[src/rtl/mcyc_pkg.sv]
package mcyc_pkg;

   // Machine-cycle state; the encoding is the externally visible state code.
   typedef enum logic [1:0] {
      ST_FETCH = 2'b00,
      ST_EXEC  = 2'b01,
      ST_DMA   = 2'b10,
      ST_INTR  = 2'b11
   } mcyc_state_e;

   // Long-instruction decode variants of the stub.
   localparam int LONG_NONE   = 0;
   localparam int LONG_MASKED = 1;

endpackage

[src/rtl/mcyc_decode_stub.sv]
module mcyc_decode_stub #(
   parameter int                 OPC_W      = 8,
   parameter int                 LONG_MODE  = 1,
   parameter logic [OPC_W-1:0]   LONG_MASK  = 8'hF0,
   parameter logic [OPC_W-1:0]   LONG_MATCH = 8'hC0
) (
   input  logic [OPC_W-1:0] opcode,
   output logic             needs_extra
);
   import mcyc_pkg::*;

   if (OPC_W < 4) begin : g_bad_width
      $error("mcyc_decode_stub: OPC_W must be at least 4");
   end
   if (LONG_MODE != LONG_NONE && LONG_MODE != LONG_MASKED) begin : g_bad_mode
      $error("mcyc_decode_stub: unsupported LONG_MODE");
   end

   if (LONG_MODE == LONG_MASKED) begin : g_masked
      assign needs_extra = ((opcode & LONG_MASK) == LONG_MATCH);
   end else begin : g_none
      logic unused_opc;
      assign unused_opc  = ^opcode;
      assign needs_extra = 1'b0 & unused_opc;
   end

endmodule

[src/rtl/mcyc_arbiter.sv]
module mcyc_arbiter (
   input  mcyc_pkg::mcyc_state_e state,
   input  logic                  extra_left,
   input  logic                  dma_req,
   input  logic                  irq_req,
   input  logic                  ie,
   output mcyc_pkg::mcyc_state_e next_state
);
   import mcyc_pkg::*;

   logic boundary;
   logic take_irq;

   // A boundary is the last execute cycle or any DMA cycle.
   assign boundary = ((state == ST_EXEC) && !extra_left) || (state == ST_DMA);
   assign take_irq = irq_req && ie;

   always_comb begin
      next_state = ST_FETCH;
      unique case (state)
         ST_FETCH: next_state = ST_EXEC;
         ST_EXEC, ST_DMA: begin
            if (!boundary)       next_state = ST_EXEC;
            else if (dma_req)    next_state = ST_DMA;
            else if (take_irq)   next_state = ST_INTR;
            else                 next_state = ST_FETCH;
         end
         ST_INTR:  next_state = ST_FETCH;
         default:  next_state = ST_FETCH;
      endcase
   end

endmodule

[src/rtl/mcyc_dma_ptr.sv]
module mcyc_dma_ptr #(
   parameter int                  ADDR_W    = 16,
   parameter logic [ADDR_W-1:0]   PTR_RESET = '0
) (
   input  logic              clk,
   input  logic              rst_n,
   input  logic              dma_cycle,
   output logic [ADDR_W-1:0] mem_addr,
   output logic              mem_rd
);

   if (ADDR_W < 8) begin : g_bad_addr
      $error("mcyc_dma_ptr: ADDR_W must be at least 8");
   end

   logic [ADDR_W-1:0] ptr_q;

   always_ff @(posedge clk or negedge rst_n) begin
      if (!rst_n)         ptr_q <= PTR_RESET;
      else if (dma_cycle) ptr_q <= ptr_q + 1'b1;
   end

   assign mem_addr = dma_cycle ? ptr_q : '0;
   assign mem_rd   = dma_cycle;

   // pointer advances by exactly one after every DMA cycle
   a_r5_ptr_step: assert property (@(posedge clk) disable iff (!rst_n)
      dma_cycle |=> (ptr_q == $past(ptr_q) + 1'b1));

   // pointer holds outside DMA cycles
   a_r5_ptr_hold: assert property (@(posedge clk) disable iff (!rst_n)
      !dma_cycle |=> $stable(ptr_q));

endmodule

[src/rtl/mcyc_ctx_regs.sv]
module mcyc_ctx_regs #(
   parameter int IDX_W  = 4,
   parameter int INTR_P = 1,
   parameter int INTR_X = 2
) (
   input  logic               clk,
   input  logic               rst_n,
   input  logic               intr_cycle,
   input  logic               ret_fire,
   input  logic [2*IDX_W-1:0] ret_t,
   output logic [IDX_W-1:0]   p_idx,
   output logic [IDX_W-1:0]   x_idx,
   output logic [2*IDX_W-1:0] t_reg,
   output logic               ie
);

   localparam int NREG = 1 << IDX_W;

   if (IDX_W < 2) begin : g_bad_idx
      $error("mcyc_ctx_regs: IDX_W must be at least 2");
   end
   if (INTR_P >= NREG || INTR_X >= NREG) begin : g_bad_vec
      $error("mcyc_ctx_regs: service indices exceed register file");
   end

   localparam logic [IDX_W-1:0] P_SVC = IDX_W'(INTR_P);
   localparam logic [IDX_W-1:0] X_SVC = IDX_W'(INTR_X);

   always_ff @(posedge clk or negedge rst_n) begin
      if (!rst_n) begin
         p_idx <= '0;
         x_idx <= '0;
         t_reg <= '0;
         ie    <= 1'b1;
      end else if (intr_cycle) begin
         t_reg <= {x_idx, p_idx};
         p_idx <= P_SVC;
         x_idx <= X_SVC;
         ie    <= 1'b0;
      end else if (ret_fire) begin
         x_idx <= ret_t[2*IDX_W-1:IDX_W];
         p_idx <= ret_t[IDX_W-1:0];
         ie    <= 1'b1;
      end
   end

   // service entry saves context and redirects
   a_r8_ctx_save: assert property (@(posedge clk) disable iff (!rst_n)
      intr_cycle |=> (t_reg == $past({x_idx, p_idx})) && (p_idx == P_SVC)
                     && (x_idx == X_SVC) && !ie);

   // return restores indices and re-enables
   a_r10_return: assert property (@(posedge clk) disable iff (!rst_n)
      (ret_fire && !intr_cycle) |=> ({x_idx, p_idx} == $past(ret_t)) && ie);

endmodule

[src/rtl/mcyc_sequencer.sv]
module mcyc_sequencer #(
   parameter int                ADDR_W     = 16,
   parameter int                IDX_W      = 4,
   parameter int                OPC_W      = 8,
   parameter int                LONG_MODE  = 1,
   parameter logic [OPC_W-1:0]  LONG_MASK  = 8'hF0,
   parameter logic [OPC_W-1:0]  LONG_MATCH = 8'hC0,
   parameter int                INTR_P     = 1,
   parameter int                INTR_X     = 2
) (
   input  logic                 clk,
   input  logic                 rst_n,
   input  logic                 irq_n,
   input  logic                 dma_req_n,
   input  logic [OPC_W-1:0]     opcode,
   input  logic                 ret_req,
   input  logic [2*IDX_W-1:0]   ret_t,
   output logic [1:0]           state_code,
   output logic                 mem_rd,
   output logic [ADDR_W-1:0]    mem_addr,
   output logic [IDX_W-1:0]     p_idx,
   output logic [IDX_W-1:0]     x_idx,
   output logic [2*IDX_W-1:0]   t_reg,
   output logic                 ie
);
   import mcyc_pkg::*;

   mcyc_state_e state_q, state_d;
   logic        extra_q;
   logic        needs_extra;
   logic        dma_req, irq_req;
   logic        ret_fire;

   assign dma_req  = !dma_req_n;
   assign irq_req  = !irq_n;
   assign ret_fire = ret_req && (state_q == ST_EXEC);

   mcyc_decode_stub #(
      .OPC_W      (OPC_W),
      .LONG_MODE  (LONG_MODE),
      .LONG_MASK  (LONG_MASK),
      .LONG_MATCH (LONG_MATCH)
   ) u_decode (
      .opcode      (opcode),
      .needs_extra (needs_extra)
   );

   mcyc_arbiter u_arb (
      .state      (state_q),
      .extra_left (extra_q),
      .dma_req    (dma_req),
      .irq_req    (irq_req),
      .ie         (ie),
      .next_state (state_d)
   );

   always_ff @(posedge clk or negedge rst_n) begin
      if (!rst_n) begin
         state_q <= ST_FETCH;
         extra_q <= 1'b0;
      end else begin
         state_q <= state_d;
         if (state_q == ST_FETCH)     extra_q <= needs_extra;
         else if (state_q == ST_EXEC) extra_q <= 1'b0;
      end
   end

   mcyc_dma_ptr #(
      .ADDR_W (ADDR_W)
   ) u_dma (
      .clk       (clk),
      .rst_n     (rst_n),
      .dma_cycle (state_q == ST_DMA),
      .mem_addr  (mem_addr),
      .mem_rd    (mem_rd)
   );

   mcyc_ctx_regs #(
      .IDX_W  (IDX_W),
      .INTR_P (INTR_P),
      .INTR_X (INTR_X)
   ) u_ctx (
      .clk        (clk),
      .rst_n      (rst_n),
      .intr_cycle (state_q == ST_INTR),
      .ret_fire   (ret_fire),
      .ret_t      (ret_t),
      .p_idx      (p_idx),
      .x_idx      (x_idx),
      .t_reg      (t_reg),
      .ie         (ie)
   );

   assign state_code = state_q;

   // a fetch is always followed by an execute
   a_r2_fetch_exec: assert property (@(posedge clk) disable iff (!rst_n)
      (state_q == ST_FETCH) |=> (state_q == ST_EXEC));

   // a long instruction stays in execute for one more cycle
   a_r3_long_exec: assert property (@(posedge clk) disable iff (!rst_n)
      (state_q == ST_EXEC && extra_q) |=> (state_q == ST_EXEC));

   // DMA continues while the request is held
   a_r6_dma_hold: assert property (@(posedge clk) disable iff (!rst_n)
      (state_q == ST_DMA && !dma_req_n) |=> (state_q == ST_DMA));

   // interrupt response only when enabled in the previous cycle
   a_r7_ie_gate: assert property (@(posedge clk) disable iff (!rst_n)
      (state_q == ST_INTR) |-> $past(ie));

   // interrupt response lasts one cycle and returns to fetch
   a_r8_intr_fetch: assert property (@(posedge clk) disable iff (!rst_n)
      (state_q == ST_INTR) |=> (state_q == ST_FETCH));

   // a boundary with DMA pending enters DMA regardless of interrupts
   a_r9_dma_first: assert property (@(posedge clk) disable iff (!rst_n)
      (state_q == ST_EXEC && !extra_q && !dma_req_n) |=> (state_q == ST_DMA));

endmodule

[config.mk]
export PLATFORM = sky130hd
export DESIGN_NAME = mcyc_sequencer
export DESIGN_NICKNAME = d
export VERILOG_FILES = /design/src/rtl/mcyc_pkg.sv /design/src/rtl/mcyc_decode_stub.sv /design/src/rtl/mcyc_arbiter.sv /design/src/rtl/mcyc_dma_ptr.sv /design/src/rtl/mcyc_ctx_regs.sv /design/src/rtl/mcyc_sequencer.sv
export SDC_FILE = /design/constraint.sdc
export NUM_CORES = 1
export LEC_CHECK = 0
export ABC_AREA = 1
export BUFFER_PORTS_ARGS = -buffer_cell sky130_fd_sc_hd__buf_2
export CORE_ASPECT_RATIO = 0.75
export CORE_MARGIN = 3
export CORE_UTILIZATION = 43
export DETAILED_ROUTE_END_ITERATION = 6
export GPL_TIMING_DRIVEN = 0
export PLACE_DENSITY = 0.69
export REMOVE_ABC_BUFFERS = 1
export SYNTH_ARGS = -nofsm -noshare
export SYNTH_HDL_FRONTEND = slang
export SYNTH_SLANG_ARGS = --single-unit
export TNS_END_PERCENT = 50
[constraint.sdc]
create_clock -name clk -period 1.7 [get_ports clk]
set_clock_uncertainty 0.15 [all_clocks]
set_input_delay 0.34 -clock clk [delete_from_list [all_inputs] [get_ports clk]]
set_output_delay 0.34 -clock clk [all_outputs]
set_load 0.01 [all_outputs]
==> flow_summary.json, run 1 <==
{
  "timing.reg2reg.setup_slack_ns": 0.07,
  "ys_warn_count": 0,
  "grt_overflow_total": 0,
  "critPathTopFamily": "flip-flops",
  "rsz0062_at_grt": "yes",
  "fin_cells": 338,
  "cts.sinks": 36,
  "path_cells": "ha_4, buf_12, nand2_4, inv_4, buf_6",
  "grt_pass1_wl_um": 6240,
  "num_rows": 19,
  "cts_buffers": 5,
  "worstPathRequired_ns": 1.21,
  "finalWorstSetupSlack_ns": -0.0878,
  "ant_nets": 0,
  "grt_pass1_vias": 1412,
  "hpwl_um": 2660,
  "grt_usage": 0.165,
  "h-tree-depth": 2,
  "drive_above_1_share": 0.420,
  "slew_headroom": 0.464,
  "cp-start-kind": "flip-flop",
  "ys_top_cells_by_area": "dfrtp_1, nand2_1, inv_1",
  "synth.avg_cell_area_um2": 8.38,
  "leakage_uw": 0.00141,
  "core_area_um2": 3830,
  "critPathMaxStageDelay_ns": 0.44,
  "synth_top_area_share": 0.488,
  "worstPathArrival_ns": 1.30,
  "io_pins": 57,
  "grt_max_degree": 37,
  "max-vdd-ir-drop_uv": 733,
  "fin_hold_ws_ns": -0.0129,
  "min_period_ns": 1.79,
  "diodes": 0,
  "drt-pass1-iter-count": 4,
  "vias_per_cell": 4.59,
  "finalHoldViolCount": 12,
  "fin_util": 0.661,
  "crit_path_end_kind": "output port",
  "hold_path.class": "in2async",
  "clkTransAtPathRegs_ns": 0.07,
  "clockBufferDepth": 2,
  "async_flop_share": 1.00,
  "synth_edf_count": 0,
  "start_util": 0.469,
  "synth.most_common_cell": "nand2_1",
  "synth_cell_types": 25,
  "crit_slowest_cell": "dfrtp_2",
  "syn_area_um2": 1790,
  "tritoncts": "done",
  "finalWirelength_um": 3930,
  "crit_path_max_fanout": 6,
  "powerDensity_nw_per_um2": 1280,
  "rr_worst_depth": 8,
  "globalplace.congestion": 0.736,
  "ys.flop_type": "dfrtp_1",
  "largest_register_ffs": 16,
  "cts_hold_buf": 0,
  "violations": "negative hold slack, negative setup slack",
  "synthCells": 214,
  "dieArea_um2": 4990,
  "multi_input_area_um2": 805,
  "yosys.area.top_type": "dfrtp_1",
  "clock.fmax_ghz": 0.559,
  "max_cap_viol_count": 0,
  "wl_per_cell_um": 11.6,
  "drv_slew": 0,
  "path_buf_inv": 3,
  "timing.rr.end": "u_dma.ptr_q[10]",
  "status": "complete, but fails checks",
  "worst_pin_slew_ns": 0.804,
  "worstSetupPathType": "reg2out",
  "ys_seq_area_frac": 0.503,
  "num-nets-final": 312,
  "placed_cells": 315,
  "clk_latency_ns": 0.28,
  "seq_area_um2": 903,
  "setup_viol": 16,
  "synth_commonest_cells": "nand2_1, inv_1, dfrtp_1",
  "n_fill_cell": 319,
  "die_y_um": 61.9,
  "num_vias": 1550,
  "fin_crit_sh": 1.05,
  "drc": 0,
  "area_growth_pct": 41.0,
  "first_iter_violations": 68,
  "synth-seq-cells": 36,
  "r2r_start": "state_code[0]",
  "die_width_um": 80.6,
  "root_buffer": "clkbuf_8",
  "port_buffers": 52,
  "antenna_found_initial": 0
}
-- stage by stage --
stage          area [µm²]  setup slack, ns  total power [µW]  TNS (ns)  hold slack (ns)
4_1_cts              2380          -0.0812              3190     -1.06           0.0182
3_3_place_gp         2100           -0.455              2260    -11.12            0.310
3_5_place_dp         2100           -0.464              2290    -11.57            0.321
2_1_floorplan        1780           -0.270              1890     -4.13           -0.106
6_report             2530          -0.0878              3230    -0.937          -0.0129
5_1_grt              2530           -0.146              3480     -2.10           0.0436
-- report_power, final --
| group | internal, µW | total, µW | switching [µW] |
|---|---|---|---|
| Combinational | 535 | 1200 | 661 |
| Sequential | 1130 | 1310 | 178 |
| Clock | 435 | 731 | 296 |
| Total | 2100 | 3230 | 1130 |
-- how the worst max path moves through the flow --
stage,to,slack [ns],cells after the start,from
6_report,mem_addr[0],-0.09,5,state_code[1]
2_1_floorplan,u_dma.ptr_q[5],-0.27,6,state_code[0]
3_5_place_dp,u_dma.ptr_q[11],-0.46,6,state_code[0]
5_1_grt,mem_addr[4],-0.15,6,state_code[0]
4_1_cts,mem_addr[4],-0.08,6,state_code[0]
3_3_place_gp,u_dma.ptr_q[5],-0.46,6,state_code[0]
-- what timing repair did --
| item | in CTS | in global routing |
|---|---|---|
| resized for setup | 25 | 35 |
| buffers inserted | 10 | 5 |
| pin swaps | 5 | 0 |
| setup endpoints to repair | 40 | 25 |
-- cell type report --
class	instances	share of cell area
Clock inverter	2	0.0138
Inverter	43	0.0663
Sequential cell	36	0.357
Tap cell	52	0.0257
Clock buffer	6	0.0287
Timing Repair Buffer	67	0.190
Multi-Input combinational cell	132	0.318
-- cell usage in the layout, fill, tap and decap left out, types with 5 or more instances in the layout --
master	n
buf_2	39
buf_4	12
buf_6	13
clkbuf_8	5
dfrtp_1	34
inv_1	28
inv_2	13
nand2_1	44
nand2_2	13
nand3_1	7
nand4_1	5
nor2_1	12
nor2_4	5
o21ai_0	12
xnor2_1	5
-- metal layers --
metal,vias up,wire length [µm],GRT usage
met5,-,0,0
met1,718,1870,0.220
met2,33,1850,0.263
met3,4,179,0.0562
met4,0,30,0.0386
li1,795,-,-
-- cell families (layout without fill, tap and decap cells) --
| kind of cell | count (synthesis) | in the layout | synth area share |
|---|---|---|---|
| buffers and inverters | 46 | 118 | 0.0997 |
| and+or+nand+nor | 97 | 97 | 0.248 |
| DFF | 36 | 36 | 0.503 |
| adders and majority gates | 6 | 6 | 0.0418 |
| AOI/OAI and AO/OA | 19 | 19 | 0.0579 |
| xor gates and xnor gates | 9 | 9 | 0.0439 |
| muxes | 1 | 1 | 0.00628 |
No activity file was read; power rests on OpenSTA's default activity.
==> run 2, diff against run 1 <==
==> constraint.sdc (replaced) <==
create_clock -name clk -period 1.7 [get_ports clk]
set_clock_uncertainty 0.15 [all_clocks]
set_input_delay 0.34 -clock clk [delete_from_list [all_inputs] [get_ports clk]]
set_output_delay 0.34 -clock clk [all_outputs]
set_load 0.1 [all_outputs]
==> flow_summary.json, run 2 (synthesized netlist as in run 1, its figures left out) <==
{
  "cts.sinks": 36,
  "dieArea_um2": 4990,
  "fin_hold_ws_ns": -0.00899,
  "start_util": 0.469,
  "drc": 0,
  "cts_buffers": 5,
  "cp-start-kind": "flip-flop",
  "rr_worst_depth": 8,
  "fin_cells": 338,
  "fin_crit_sh": 1.10,
  "leakage_uw": 0.00146,
  "drt-met1-wl_um": 2020,
  "port_buffers": 52,
  "worst_pin_slew_ns": 0.812,
  "num_vias": 1580,
  "p_sw_frac": 0.559,
  "clkTransAtPathRegs_ns": 0.07,
  "hpwl_um": 2660,
  "crit_path_max_fanout": 6,
  "vias_per_cell": 4.67,
  "clk_latency_ns": 0.28,
  "setup_viol": 20,
  "drv_slew": 0,
  "ant_nets": 0,
  "p_sw_uw": 2750,
  "finalWirelength_um": 4400,
  "finalHoldViolCount": 15,
  "route.met2.wl_um": 2150,
  "final_cell_mix": "nand2_1, dfrtp_1, buf_2",
  "worstPathRequired_ns": 1.21,
  "max_cap_viol_count": 0,
  "layout.cells.most_common": "nand2_1",
  "wl_per_cell_um": 13.0,
  "power_frac_clock": 0.148,
  "status": "complete, but fails checks",
  "crit_path_end_kind": "output port",
  "worstPathArrival_ns": 1.38,
  "globalplace.congestion": 0.736,
  "die_width_um": 80.6,
  "core_area_um2": 3830,
  "dr_wl_met3_um": 174,
  "root_buffer": "clkbuf_8",
  "grt_pass1_wl_um": 7050,
  "antenna_found_initial": 0,
  "num_rows": 19,
  "grt_overflow_total": 0,
  "diodes": 0,
  "die_y_um": 61.9,
  "io_pins": 57,
  "grt_usage": 0.187,
  "largest_register_ffs": 16,
  "powerDensity_nw_per_um2": 1780,
  "internal-power_uw": 2170,
  "clockBufferDepth": 2,
  "slew_headroom": 0.459,
  "drt-pass1-iter-count": 4,
  "r2r_start": "state_code[0]",
  "timing.rr.end": "u_dma.ptr_q[10]",
  "violations": "negative hold slack, negative setup slack",
  "clock.fmax_ghz": 0.533,
  "p_seq_frac": 0.268,
  "timing.reg2reg.setup_slack_ns": -0.05,
  "num-nets-final": 312,
  "top_layer_used": "met4",
  "hold_path.class": "in2async",
  "h-tree-depth": 2,
  "cts_hold_buf": 0,
  "tritoncts": "done",
  "drive_above_1_share": 0.423,
  "min_period_ns": 1.88,
  "total_power_uw": 4920,
  "max-vdd-ir-drop_uv": 1580,
  "grt_max_degree": 37,
  "rsz0062_at_grt": "yes",
  "grt_pass1_vias": 1529,
  "area_growth_pct": 53.6,
  "worstSetupPathType": "reg2out",
  "combinationalPowerShare": 0.584,
  "first_iter_violations": 110,
  "placed_cells": 315,
  "finalWorstSetupSlack_ns": -0.175
}
run 2: repair_timing:
item                       in CTS  in global routing
resized for setup             106                 14
pin swaps                       2                  4
setup endpoints to repair      41                 36
cloned                          1                  0
setup buffers                  11                  3
run 2: worst max-delay path, stage by stage (launching register included):
cell,delay [ns]
dfrtp_1,0.39
inv_2,0.08
ha_4,0.20
buf_8,0.14
nand2_2,0.06
inv_2,0.08
buf_12,0.17
run 2: layer usage:
metal | up-vias | global-route usage
met5 | - | 0
li1 | 793 | -
met3 | 7 | 0.0605
met2 | 33 | 0.310
met1 | 747 | 0.243
met4 | 0 | 0.0458
run 2: per-stage QoR:
step / hold slack (ns) / setup TNS [ns] / instance area [µm²] / setup WS [ns] / util
3_5_place_dp: 0.321 / -16.62 / 2100 / -0.732 / 0.549
3_3_place_gp: 0.310 / -16.17 / 2100 / -0.730 / 0.549
5_1_grt: 0.0432 / -5.01 / 2760 / -0.270 / 0.720
6_report: -0.00899 / -2.89 / 2760 / -0.175 / 0.720
2_1_floorplan: -0.106 / -58.85 / 1780 / -1.89 / -
4_1_cts: 0.0182 / -3.76 / 2680 / -0.178 / 0.701
run 2: how the worst max path moves through the flow:
stage / end / depth (start not counted) / from
2_1_floorplan: mem_addr[0] / 3 / state_code[1]
4_1_cts: u_ctx.p_idx[3] / 6 / state_code[0]
3_3_place_gp: mem_addr[0] / 5 / state_code[0]
6_report: mem_addr[13] / 6 / state_code[0]
5_1_grt: mem_addr[9] / 6 / state_code[0]
3_5_place_dp: mem_addr[0] / 5 / state_code[0]
run 2: power groups by stage:
stage / combinational, µW / sequential, µW / clock (µW)
floorplan: 574 / 2880 / 0
global placement: 2550 / 1310 / 0
detailed placement: 2570 / 1310 / 0
CTS: 2810 / 1310 / 750
global route: 3010 / 1350 / 795
finish: 2870 / 1320 / 730
run 2: layout make-up:
type | count | area [µm²]
Inverter | 43 | 170
Fill cell | 282 | 1070
Multi-Input combinational cell | 132 | 812
Tap cell | 52 | 65.1
Clock inverter | 2 | 35.0
Sequential cell | 36 | 903
Clock buffer | 6 | 72.6
Timing Repair Buffer | 67 | 698
